[src/rtl/sdr_pkg.sv]
package sdr_pkg;

  // {cs_n, ras_n, cas_n, we_n}
  typedef enum logic [3:0] {
    CMD_MRS = 4'b0000,
    CMD_REF = 4'b0001,
    CMD_PRE = 4'b0010,
    CMD_ACT = 4'b0011,
    CMD_WR  = 4'b0100,
    CMD_RD  = 4'b0101,
    CMD_NOP = 4'b0111
  } sdr_cmd_e;

  typedef enum logic [2:0] {
    ST_WAIT, ST_PRE, ST_REF_A, ST_REF_B, ST_MRS, ST_IDLE, ST_RW
  } seq_st_e;

  function automatic int max2(input int a, input int b);
    return (a > b) ? a : b;
  endfunction

  function automatic logic [2:0] burst_code(input int bl);
    case (bl)
      2:       return 3'd1;
      4:       return 3'd2;
      8:       return 3'd3;
      default: return 3'd0;
    endcase
  endfunction

  function automatic logic [12:0] mode_key(input int cl, input int bl, input bit interleave);
    logic [12:0] k;
    k      = '0;
    k[2:0] = burst_code(bl);
    k[3]   = interleave;
    k[6:4] = 3'(cl);
    k[9]   = 1'b1;
    return k;
  endfunction

endpackage

[src/rtl/sdr_ref_timer.sv]
module sdr_ref_timer #(
  parameter int INTERVAL = 1039
) (
  input  logic clk,
  input  logic rst_n,
  input  logic en,
  input  logic ack,
  output logic pending
);
  localparam int W = $clog2(INTERVAL + 1);
  localparam logic [W-1:0] LAST = W'(INTERVAL - 1);

  logic [W-1:0] cnt;
  logic         wrap;

  assign wrap = en && (cnt == LAST);

  always_ff @(posedge clk or negedge rst_n) begin
    if (!rst_n) begin
      cnt     <= '0;
      pending <= 1'b0;
    end else begin
      if (!en || wrap) cnt <= '0;
      else             cnt <= cnt + 1'b1;
      pending <= (pending && !ack) || wrap;
    end
  end
endmodule

[src/rtl/sdr_rd_capture.sv]
module sdr_rd_capture #(
  parameter int CAS_LAT = 3,
  parameter int DW      = 16
) (
  input  logic          clk,
  input  logic          rst_n,
  input  logic          issue,
  input  logic [DW-1:0] dq_in,
  output logic          rsp_valid,
  output logic [DW-1:0] rsp_data
);
  logic [CAS_LAT-1:0] sr;

  generate
    if (CAS_LAT == 1) begin : g_one
      always_ff @(posedge clk or negedge rst_n) begin
        if (!rst_n) sr <= '0;
        else        sr <= issue;
      end
    end else begin : g_chain
      always_ff @(posedge clk or negedge rst_n) begin
        if (!rst_n) sr <= '0;
        else        sr <= {sr[CAS_LAT-2:0], issue};
      end
    end
  endgenerate

  always_ff @(posedge clk or negedge rst_n) begin
    if (!rst_n) begin
      rsp_valid <= 1'b0;
      rsp_data  <= '0;
    end else begin
      rsp_valid <= sr[CAS_LAT-1];
      if (sr[CAS_LAT-1]) rsp_data <= dq_in;
    end
  end
endmodule

[src/rtl/sdr_seq.sv]
module sdr_seq
  import sdr_pkg::*;
#(
  parameter int BANK_W      = 2,
  parameter int ROW_W       = 13,
  parameter int COL_W       = 9,
  parameter int DW          = 16,
  parameter int INIT_CYCLES = 26600,
  parameter int CAS_LAT     = 3,
  parameter int BURST_LEN   = 1,
  parameter bit INTERLEAVE  = 1'b0,
  parameter int TRCD        = 3,
  parameter int TRP         = 3,
  parameter int TRC         = 9,
  parameter int TMRD        = 2,
  parameter int TWR         = 2
) (
  input  logic                          clk,
  input  logic                          rst_n,
  input  logic                          ref_pending,
  output logic                          ref_ack,
  output logic                          init_done,
  input  logic                          req_valid,
  output logic                          req_ready,
  input  logic                          req_we,
  input  logic [BANK_W+ROW_W+COL_W-1:0] req_addr,
  input  logic [DW-1:0]                 req_wdata,
  input  logic [DW/8-1:0]               req_be,
  output logic [3:0]                    cmd,
  output logic                          cke,
  output logic [BANK_W-1:0]             ba,
  output logic [ROW_W-1:0]              addr,
  output logic [DW/8-1:0]               dqm,
  output logic [DW-1:0]                 dq_out,
  output logic                          dq_oe,
  output logic                          rd_issue
);
  localparam int T_POST  = max2(TRC - TRCD, max2(BURST_LEN + CAS_LAT, TWR)) + TRP;
  localparam int L_RCD   = max2(TRCD, 2) - 2;
  localparam int L_RP    = max2(TRP, 2) - 2;
  localparam int L_RC    = max2(TRC, 2) - 2;
  localparam int L_MRD   = max2(TMRD, 2) - 2;
  localparam int L_POST  = max2(T_POST, 2) - 2;
  localparam int L_INIT  = max2(INIT_CYCLES, 1) - 1;
  localparam int CW      = $clog2(max2(L_INIT, max2(L_POST, L_RC)) + 2);
  localparam int AP_BIT  = 10;
  localparam logic [ROW_W-1:0] KEY = mode_key(CAS_LAT, BURST_LEN, INTERLEAVE);

  seq_st_e             st, nxt;
  logic [CW-1:0]       cnt;
  logic                op_we;
  logic [COL_W-1:0]    op_col;
  logic [DW-1:0]       op_data;
  logic [DW/8-1:0]     op_be;

  assign req_ready = (st == ST_IDLE) && !ref_pending;
  assign ref_ack   = (st == ST_IDLE) && ref_pending;

  always_ff @(posedge clk or negedge rst_n) begin
    if (!rst_n) begin
      st        <= ST_WAIT;
      nxt       <= ST_PRE;
      cnt       <= CW'(L_INIT);
      cmd       <= CMD_NOP;
      cke       <= 1'b0;
      ba        <= '0;
      addr      <= '0;
      dqm       <= '1;
      dq_out    <= '0;
      dq_oe     <= 1'b0;
      rd_issue  <= 1'b0;
      init_done <= 1'b0;
      op_we     <= 1'b0;
      op_col    <= '0;
      op_data   <= '0;
      op_be     <= '0;
    end else begin
      cmd      <= CMD_NOP;
      cke      <= 1'b1;
      dq_oe    <= 1'b0;
      rd_issue <= 1'b0;
      dqm      <= '0;
      unique case (st)
        ST_WAIT: begin
          if (cnt == '0) st <= nxt;
          else           cnt <= cnt - 1'b1;
        end
        ST_PRE: begin
          cmd          <= CMD_PRE;
          addr         <= '0;
          addr[AP_BIT] <= 1'b1;
          cnt <= CW'(L_RP);  nxt <= ST_REF_A; st <= ST_WAIT;
        end
        ST_REF_A: begin
          cmd <= CMD_REF;
          cnt <= CW'(L_RC);  nxt <= ST_REF_B; st <= ST_WAIT;
        end
        ST_REF_B: begin
          cmd <= CMD_REF;
          cnt <= CW'(L_RC);  nxt <= ST_MRS;   st <= ST_WAIT;
        end
        ST_MRS: begin
          cmd       <= CMD_MRS;
          ba        <= '0;
          addr      <= KEY;
          init_done <= 1'b1;
          cnt <= CW'(L_MRD); nxt <= ST_IDLE;  st <= ST_WAIT;
        end
        ST_IDLE: begin
          if (ref_pending) begin
            cmd <= CMD_REF;
            cnt <= CW'(L_RC); nxt <= ST_IDLE; st <= ST_WAIT;
          end else if (req_valid) begin
            cmd     <= CMD_ACT;
            ba      <= req_addr[BANK_W+ROW_W+COL_W-1 -: BANK_W];
            addr    <= req_addr[ROW_W+COL_W-1 -: ROW_W];
            op_we   <= req_we;
            op_col  <= req_addr[COL_W-1:0];
            op_data <= req_wdata;
            op_be   <= req_be;
            cnt <= CW'(L_RCD); nxt <= ST_RW; st <= ST_WAIT;
          end
        end
        ST_RW: begin
          addr              <= '0;
          addr[COL_W-1:0]   <= op_col;
          addr[AP_BIT]      <= 1'b1;
          if (op_we) begin
            cmd    <= CMD_WR;
            dq_out <= op_data;
            dq_oe  <= 1'b1;
            dqm    <= ~op_be;
          end else begin
            cmd      <= CMD_RD;
            rd_issue <= 1'b1;
          end
          cnt <= CW'(L_POST); nxt <= ST_IDLE; st <= ST_WAIT;
        end
        default: st <= ST_IDLE;
      endcase
    end
  end
endmodule

[src/rtl/sdram_ctrl_top.sv]
module sdram_ctrl_top
  import sdr_pkg::*;
#(
  parameter int BANK_W       = 2,
  parameter int ROW_W        = 13,
  parameter int COL_W        = 9,
  parameter int DW           = 16,
  parameter int INIT_CYCLES  = 26600,
  parameter int REF_INTERVAL = 1039,
  parameter int CAS_LAT      = 3,
  parameter int BURST_LEN    = 1,
  parameter bit INTERLEAVE   = 1'b0,
  parameter int TRCD         = 3,
  parameter int TRP          = 3,
  parameter int TRC          = 9,
  parameter int TMRD         = 2,
  parameter int TWR          = 2
) (
  input  logic                          clk,
  input  logic                          rst_n,
  input  logic                          req_valid,
  output logic                          req_ready,
  input  logic                          req_we,
  input  logic [BANK_W+ROW_W+COL_W-1:0] req_addr,
  input  logic [DW-1:0]                 req_wdata,
  input  logic [DW/8-1:0]               req_be,
  output logic                          rsp_valid,
  output logic [DW-1:0]                 rsp_data,
  output logic                          sd_cke,
  output logic                          sd_cs_n,
  output logic                          sd_ras_n,
  output logic                          sd_cas_n,
  output logic                          sd_we_n,
  output logic [BANK_W-1:0]             sd_ba,
  output logic [ROW_W-1:0]              sd_addr,
  output logic [DW/8-1:0]               sd_dqm,
  output logic [DW-1:0]                 sd_dq_out,
  output logic                          sd_dq_oe,
  input  logic [DW-1:0]                 sd_dq_in
);
  logic       ref_pending, ref_ack, init_done, rd_issue;
  logic [3:0] cmd;

  assign {sd_cs_n, sd_ras_n, sd_cas_n, sd_we_n} = cmd;

  sdr_ref_timer #(.INTERVAL(REF_INTERVAL)) ref_i (
    .clk(clk), .rst_n(rst_n), .en(init_done), .ack(ref_ack), .pending(ref_pending)
  );

  sdr_seq #(
    .BANK_W(BANK_W), .ROW_W(ROW_W), .COL_W(COL_W), .DW(DW),
    .INIT_CYCLES(INIT_CYCLES), .CAS_LAT(CAS_LAT), .BURST_LEN(BURST_LEN),
    .INTERLEAVE(INTERLEAVE), .TRCD(TRCD), .TRP(TRP), .TRC(TRC),
    .TMRD(TMRD), .TWR(TWR)
  ) seq_i (
    .clk(clk), .rst_n(rst_n),
    .ref_pending(ref_pending), .ref_ack(ref_ack), .init_done(init_done),
    .req_valid(req_valid), .req_ready(req_ready), .req_we(req_we),
    .req_addr(req_addr), .req_wdata(req_wdata), .req_be(req_be),
    .cmd(cmd), .cke(sd_cke), .ba(sd_ba), .addr(sd_addr), .dqm(sd_dqm),
    .dq_out(sd_dq_out), .dq_oe(sd_dq_oe), .rd_issue(rd_issue)
  );

  sdr_rd_capture #(.CAS_LAT(CAS_LAT), .DW(DW)) cap_i (
    .clk(clk), .rst_n(rst_n), .issue(rd_issue), .dq_in(sd_dq_in),
    .rsp_valid(rsp_valid), .rsp_data(rsp_data)
  );
endmodule

[config.mk]
export PLATFORM = sky130hd
export DESIGN_NAME = sdram_ctrl_top
export DESIGN_NICKNAME = d
export VERILOG_FILES = /design/src/rtl/sdr_pkg.sv /design/src/rtl/sdr_ref_timer.sv /design/src/rtl/sdr_rd_capture.sv /design/src/rtl/sdr_seq.sv /design/src/rtl/sdram_ctrl_top.sv
export SDC_FILE = /design/constraint.sdc
export NUM_CORES = 1
export LEC_CHECK = 0
export ABC_CLOCK_PERIOD_IN_PS = 4950
export BUFFER_PORTS_ARGS = -buffer_cell sky130_fd_sc_hd__buf_2
export CAP_MARGIN = 30
export CORE_UTILIZATION = 55
export CTS_CLUSTER_DIAMETER = 60
export DETAILED_ROUTE_END_ITERATION = 8
export PLACE_DENSITY = 0.81
export SYNTH_ARGS = -nofsm -noshare
export SYNTH_HDL_FRONTEND = slang
export SYNTH_HIERARCHICAL = 1
export SYNTH_SLANG_ARGS = --single-unit
[constraint.sdc]
create_clock -name clk -period 4.95 [get_ports clk]
set_clock_uncertainty 0.05 [all_clocks]
set_input_delay 0.7425 -clock clk [delete_from_list [all_inputs] [get_ports clk]]
set_output_delay 0.7425 -clock clk [all_outputs]
set_load 0.05 [all_outputs]
### Word-level counts from Yosys, hierarchy flattened

Cells that the tools add are included.
W data, S select, Z words.

| operators by class | value |
|---|---|
| equality and inequality tests | 12 |
| muxes and demuxes | 28 |
| reductions and logical operators | 26 |
| bitwise logic cells | 2 |
| add/sub/neg operators | 2 |

Operators by type and width:

| kind | count |
|---|---|
| $pmux W15 S5 | 1 |
| $pmux W13 S4 | 1 |
| $mux W15 | 3 |
| $mux W13 | 2 |
| $pmux W4 S5 | 1 |
| $mux W3 | 6 |
| $logic_not A15 Y1 | 1 |
| $pmux W3 S5 | 1 |
| $sub A15 B1 Y15 const B | 1 |
| $reduce_and A3 Y1 | 4 |
| $add A11 B1 Y11 const B | 1 |
| $eq A11 B11 Y1 const B | 1 |
| $mux W11 | 1 |
| $reduce_bool A5 Y1 | 2 |
| $eq A3 B3 Y1 const B | 3 |
| $pmux W3 S3 | 1 |
| $mux W2 | 4 |
| $eq A3 B2 Y1 const B | 2 |
| $ne A2 B2 Y1 const B | 3 |
| $reduce_and A2 Y1 | 3 |
| $mux W1 | 5 |
| $reduce_or A5 Y1 | 1 |
| $logic_and A1 B1 Y1 | 4 |
| $mux W4 | 1 |
| 13 further kinds | 17 |

| word-level totals | value |
|---|---|
| word-level logic and storage cells | 91 |
| input port bits | 62 |
| output and inout bits | 57 |
| register bits | 122 |

### Depth between registers and ports, before layout

| depth | value |
|---|---|
| depth in word-level cells | 5 |
| gate-level depth with buffers | 7 |
| gate-level depth less buffers | 7 |

### Modules after synthesis

The synthesis kept the hierarchy.

Modules (own cells, without submodules):

| module | area an instance (um^2) | seq. area each (um^2) | cells each | instances |
|---|---|---|---|---|
| sdr_seq | 3938.8 | 2248.4 | 326 | 1 |
| sdr_rd_capture | 749.5 | 500.5 | 38 | 1 |
| sdr_ref_timer | 609.3 | 300.3 | 58 | 1 |

### Least setup slack after synthesis

No wires, ideal clock.

| path | value |
|---|---|
| kind | register -> output |
| from | register seq_i.st[2] |
| to | output req_ready |
| path slack | 2.637 ns |
| required time | 4.158 ns |
| stages on the path, launching flop included | 5 |
| arrival | 1.521 ns |
| buffers on the path | 1 |
| cells stage by stage | dfrtp_1 -> buf_4 -> and2b_1 -> nand2_1 -> nor2_1 |

| on the way | value |
|---|---|
| cells in the longest elaborated chain, start to end | 2 |

RTL lines:

| item | RTL line | source |
|---|---|---|
| from (decl) | sdr_seq.sv:49 | `seq_st_e st, nxt;` |
| from (signal assigned) | sdr_seq.sv:85 | `if (cnt == '0) st <= nxt;` |
| $eq A3 B3 Y1 | sdr_seq.sv:56 | `assign req_ready = (st == ST_IDLE) && !ref_pending;` |
| $logic_and A1 B1 Y1 | sdr_seq.sv:56 |  |
| to (decl) | sdram_ctrl_top.sv:22 | `output logic req_ready,` |

Every way passes these cells.

### Worst setup path in the final report

Same ends and word-level chain as after synthesis.

==> implementation parameters <==
Parameter                              Value

Run status
  Outcome ... completed

Cells and area
  Final nets ... 610
  Antenna cells ... 0
  Area growth from synthesis to layout ... 24.8%
  Fill cells ... 686
  Fin util ... 71.2%
  Area taken by multi-input logic gates ... 2100 µm²
  Register cell area after layout ... 3050 µm²
  Share of layout cells above drive strength 1 ... 43.2%
  Post-route cell area ... 6610 µm²

Setup path
  Endpoint type of the worst setup path ... primary output
  Series of cell instances along the critical path ... and2b_1 -> nand2_1 -> nor2_1 -> buf_2
  Data required time of the critical path ... 4.16 ns
  Worst Path Max Fanout ... 21
  Crit path DAT ... 2.23 ns
  Startpoint Class ... register
  Max stage delay cell, worst path ... sky130_fd_sc_hd__dfrtp_1
  Crit-path max cell delay ... 0.72 ns
  Crit Path Class ... reg2out

Clocking
  Quantity of gates resized following cts ... 0
  Number of CTS-inserted buffers ... 17
  Clk slew on worst S/H paths ... 0.06 ns
  Num Clock Sinks ... 121
  Number of buffers between clock root and the deepest sink ... 2
  CTS tree ... yes
  Root buf cell ... sky130_fd_sc_hd__clkbuf_8
  # hold bufs at CTS ... 0
  H-Tree Depth ... 4
  Worst-Skew Late Latency ... 0.52 ns
  Post CTS Setup Buffer Count ... 0

Synth
  Number of nets produced by synthesis ... 487
  Top post-synthesis cells by area ... sky130_fd_sc_hd__dfrtp_1, sky130_fd_sc_hd__mux2_2, sky130_fd_sc_hd__dfstp_2, sky130_fd_sc_hd__mux2_4, sky130_fd_sc_hd__nand2_1
  Number of synthesized flops with an enable pin ... 0
  Instance count of the mapped netlist ... 422
  Flops & latches, synth ... 121
  Synth cell count leaders ... sky130_fd_sc_hd__dfrtp_1, sky130_fd_sc_hd__mux2_2, sky130_fd_sc_hd__nand2_1, sky130_fd_sc_hd__nor2_1, sky130_fd_sc_hd__a21oi_1
  Post-synthesis area per instance ... 12.6 µm²
  Portion of the post-synthesis area used by sequential elements ... 57.6%
  Most frequent cell after synthesis ... sky130_fd_sc_hd__dfrtp_1
  Netlist cell types ... 63
  Leading area contributor after synthesis ... sky130_fd_sc_hd__dfrtp_1
  Warnings from Yosys ... 6
  Main flop type after synthesis ... sky130_fd_sc_hd__dfrtp_1
  Mapped cell area ... 5300 µm²
  Async set-reset flop share out of synthesis ... 100%
  Proportion of netlist area held by the largest area contributor ... 49.1%

Timing
  Achievable clock frequency ... 331 MHz
  Final Slew Violations ... 0
  Least-Margin Pin Slew ... 0.987 ns
  Setup repair after global routing missed its margin ... false
  Final setup slack of the worst path ... 1.93 ns
  Final critical-path share of the clock period ... 61.1%
  Period minus WS final ... 3.02 ns
  Final count of hold timing violations ... 0
  Accumulated negative setup slack ... 0 ns
  Final-report setup violation count ... 0
  WHS ... 0.150 ns
  Tightest slew margin relative to the limit ... 34.2%

Drt
  Routed Antenna Nets ... 0
  DRT Wirelength ... 10.7 mm
  Per-cell routed wire length ... 15.6 µm
  Vias per std cell ... 5.51
  DRC violation count after routing ... 0
  Overall via count from detail_route ... 3784
  Violation count after the first detailed-route iteration ... 156
  Pre-Repair DR Iteration Count ... 4

Floorplan
  Core region area ... 9280 µm²
  Starting density of the core ... 57.1%
  Die Span X ... 100 µm
  Top Ports ... 119
  Die Height ... 100 µm
  Cell row count ... 35
  DIE AREA ... 10000 µm²

Placement
  Total placed instance area ... 5970 µm²
  HPWL reported at the end of detailed placement ... 7.40 mm
  Buffers on Ports ... 117
  Final weighted congestion in routability-driven placement ... 0.800
  Post-Place Setup Slack ... 2.44 ns

Flow run
  Max-cap violations ... 0

GRT
  Pin count of the biggest net entering global routing ... 49
  Overall overflow remaining after global route ... 0
  First-pass GRT wire length ... 17.9 mm
  Via count of the first global-routing pass ... 3747
  Antenna violations before repair ... 0
  All-layer global routing usage ... 23.2%

Worst hold path
  Hold Crit Class ... in2async

Pwr
  Total power per unit cell area ... 615 nW/µm²
  Largest vdd supply drop ... 0.000319 V
  Static power due to leakage ... 3.16 nW
-- sequential cells by signal (all words and copies together), names as in the netlist --
name and count:
seq_i/dq_out 16, ref_i/cnt 11, seq_i/op_we 1, seq_i/op_be 2, seq_i/st 3, ref_i/pending 1
seq_i/nxt 3, cap_i/rsp_valid 1, seq_i/dq_oe 1, seq_i/op_col 9, seq_i/cmd 3, seq_i/cke 1
seq_i/op_data 16, seq_i/init_done 1, seq_i/addr 13, seq_i/rd_issue 1, cap_i/sr 3, seq_i/cnt 15
seq_i/dqm 2, seq_i/ba 2, cap_i/rsp_data 16
-- metrics by stage --
step                power [mW]  instances
floorplan                 2.47        422
global placement          2.71        654
detailed placement        2.77        655
finish                    4.06        687
global route              4.29        687
CTS                       4.10        687
-- metal layers --
layer | GRT usage, % | share of wire, % | wire length, µm | vias up
met5 | 0 | 0 | 0 | -
met2 | 36.2 | 48 | 5090 | 145
li1 | - | - | - | 1769
met3 | 5.85 | 6.5 | 693 | 15
met4 | 9.70 | 1.5 | 166 | 0
met1 | 31.2 | 44 | 4760 | 1855
-- cells in the final DEF, fill, tap and decap left out, types with 2 or more instances in the layout --
cell / instances
sky130_fd_sc_hd__a21oi_1: 23
sky130_fd_sc_hd__a21oi_2: 2
sky130_fd_sc_hd__a22o_1: 2
sky130_fd_sc_hd__a22oi_1: 8
sky130_fd_sc_hd__a31oi_1: 4
sky130_fd_sc_hd__buf_2: 116
sky130_fd_sc_hd__buf_4: 3
sky130_fd_sc_hd__bufinv_16: 4
sky130_fd_sc_hd__clkbuf_16: 16
sky130_fd_sc_hd__clkbuf_8: 3
sky130_fd_sc_hd__clkinv_4: 6
sky130_fd_sc_hd__clkinvlp_4: 3
sky130_fd_sc_hd__conb_1: 2
sky130_fd_sc_hd__dfrtp_1: 104
sky130_fd_sc_hd__dfstp_2: 17
sky130_fd_sc_hd__ha_1: 3
sky130_fd_sc_hd__inv_1: 6
sky130_fd_sc_hd__inv_2: 2
sky130_fd_sc_hd__mux2_1: 10
sky130_fd_sc_hd__mux2_2: 41
sky130_fd_sc_hd__mux2_4: 10
sky130_fd_sc_hd__nand2_1: 33
sky130_fd_sc_hd__nand2b_1: 6
sky130_fd_sc_hd__nand3_1: 8
sky130_fd_sc_hd__nand4_1: 2
sky130_fd_sc_hd__nand4b_1: 2
sky130_fd_sc_hd__nor2_1: 27
sky130_fd_sc_hd__nor2_2: 3
sky130_fd_sc_hd__nor2b_1: 4
sky130_fd_sc_hd__nor3_1: 2
sky130_fd_sc_hd__nor3b_1: 2
sky130_fd_sc_hd__o21a_1: 2
sky130_fd_sc_hd__o21ai_0: 16
sky130_fd_sc_hd__o21ai_1: 4
sky130_fd_sc_hd__o2bb2ai_1: 2
sky130_fd_sc_hd__o31ai_1: 14
sky130_fd_sc_hd__or3_1: 6
sky130_fd_sc_hd__or4_1: 4
sky130_fd_sc_hd__xnor2_1: 2
sky130_fd_sc_hd__xor2_1: 8
-- where the power goes --
group	total [mW]	internal, mW	switching [mW]
Clock	1.30	0.848	0.453
Sequential	1.54	1.31	0.226
Combinational	1.23	0.448	0.779
Total	4.06	2.61	1.46
-- cell type report --
cell class,count,area share (%)
flip-flops and latches,121,46.1
multi-input cells,276,31.7
repair buffers,120,9.54
clock buffers,19,6.68
clock inverters,13,2.95
well taps,129,2.44
inverters,9,0.511
-- critical path: cells and delay by family, from the launching register on --
kind	cells	cell delay [ns]
simple gates	3	0.70
buf+inv	1	0.30
flops	1	0.72
-- final timing paths --
check,startpoint,to,slack [ns],cells after the start
worst max-delay path,seq_i/st[2],req_ready,1.93,4
worst min-delay path,rst_n,seq_i/ba[1],0.15,1
worst max register to register,seq_i/st[0],seq_i/addr[10],2.56,4
worst min register to register,cap_i/sr[0],cap_i/sr[1],0.30,0
max in group asynchronous,rst_n,seq_i/cnt[5],3.58,3
min in group clk,cap_i/sr[0],cap_i/sr[1],0.30,0
-- cells by family (layout without fill, tap and decap cells) --
kind of cell,count (synthesis),after routing,share of synthesized area (%)
fa+ha+maj,3,3,0.709
buf+inv,25,161,2.95
flops,121,121,57.6
mux,61,61,13.7
simple gates,111,111,11.6
other cells,2,2,0.142
xor+xnor,10,10,1.65
compound gates,89,89,11.7
Note: power is estimated with default switching activity, not from simulation.
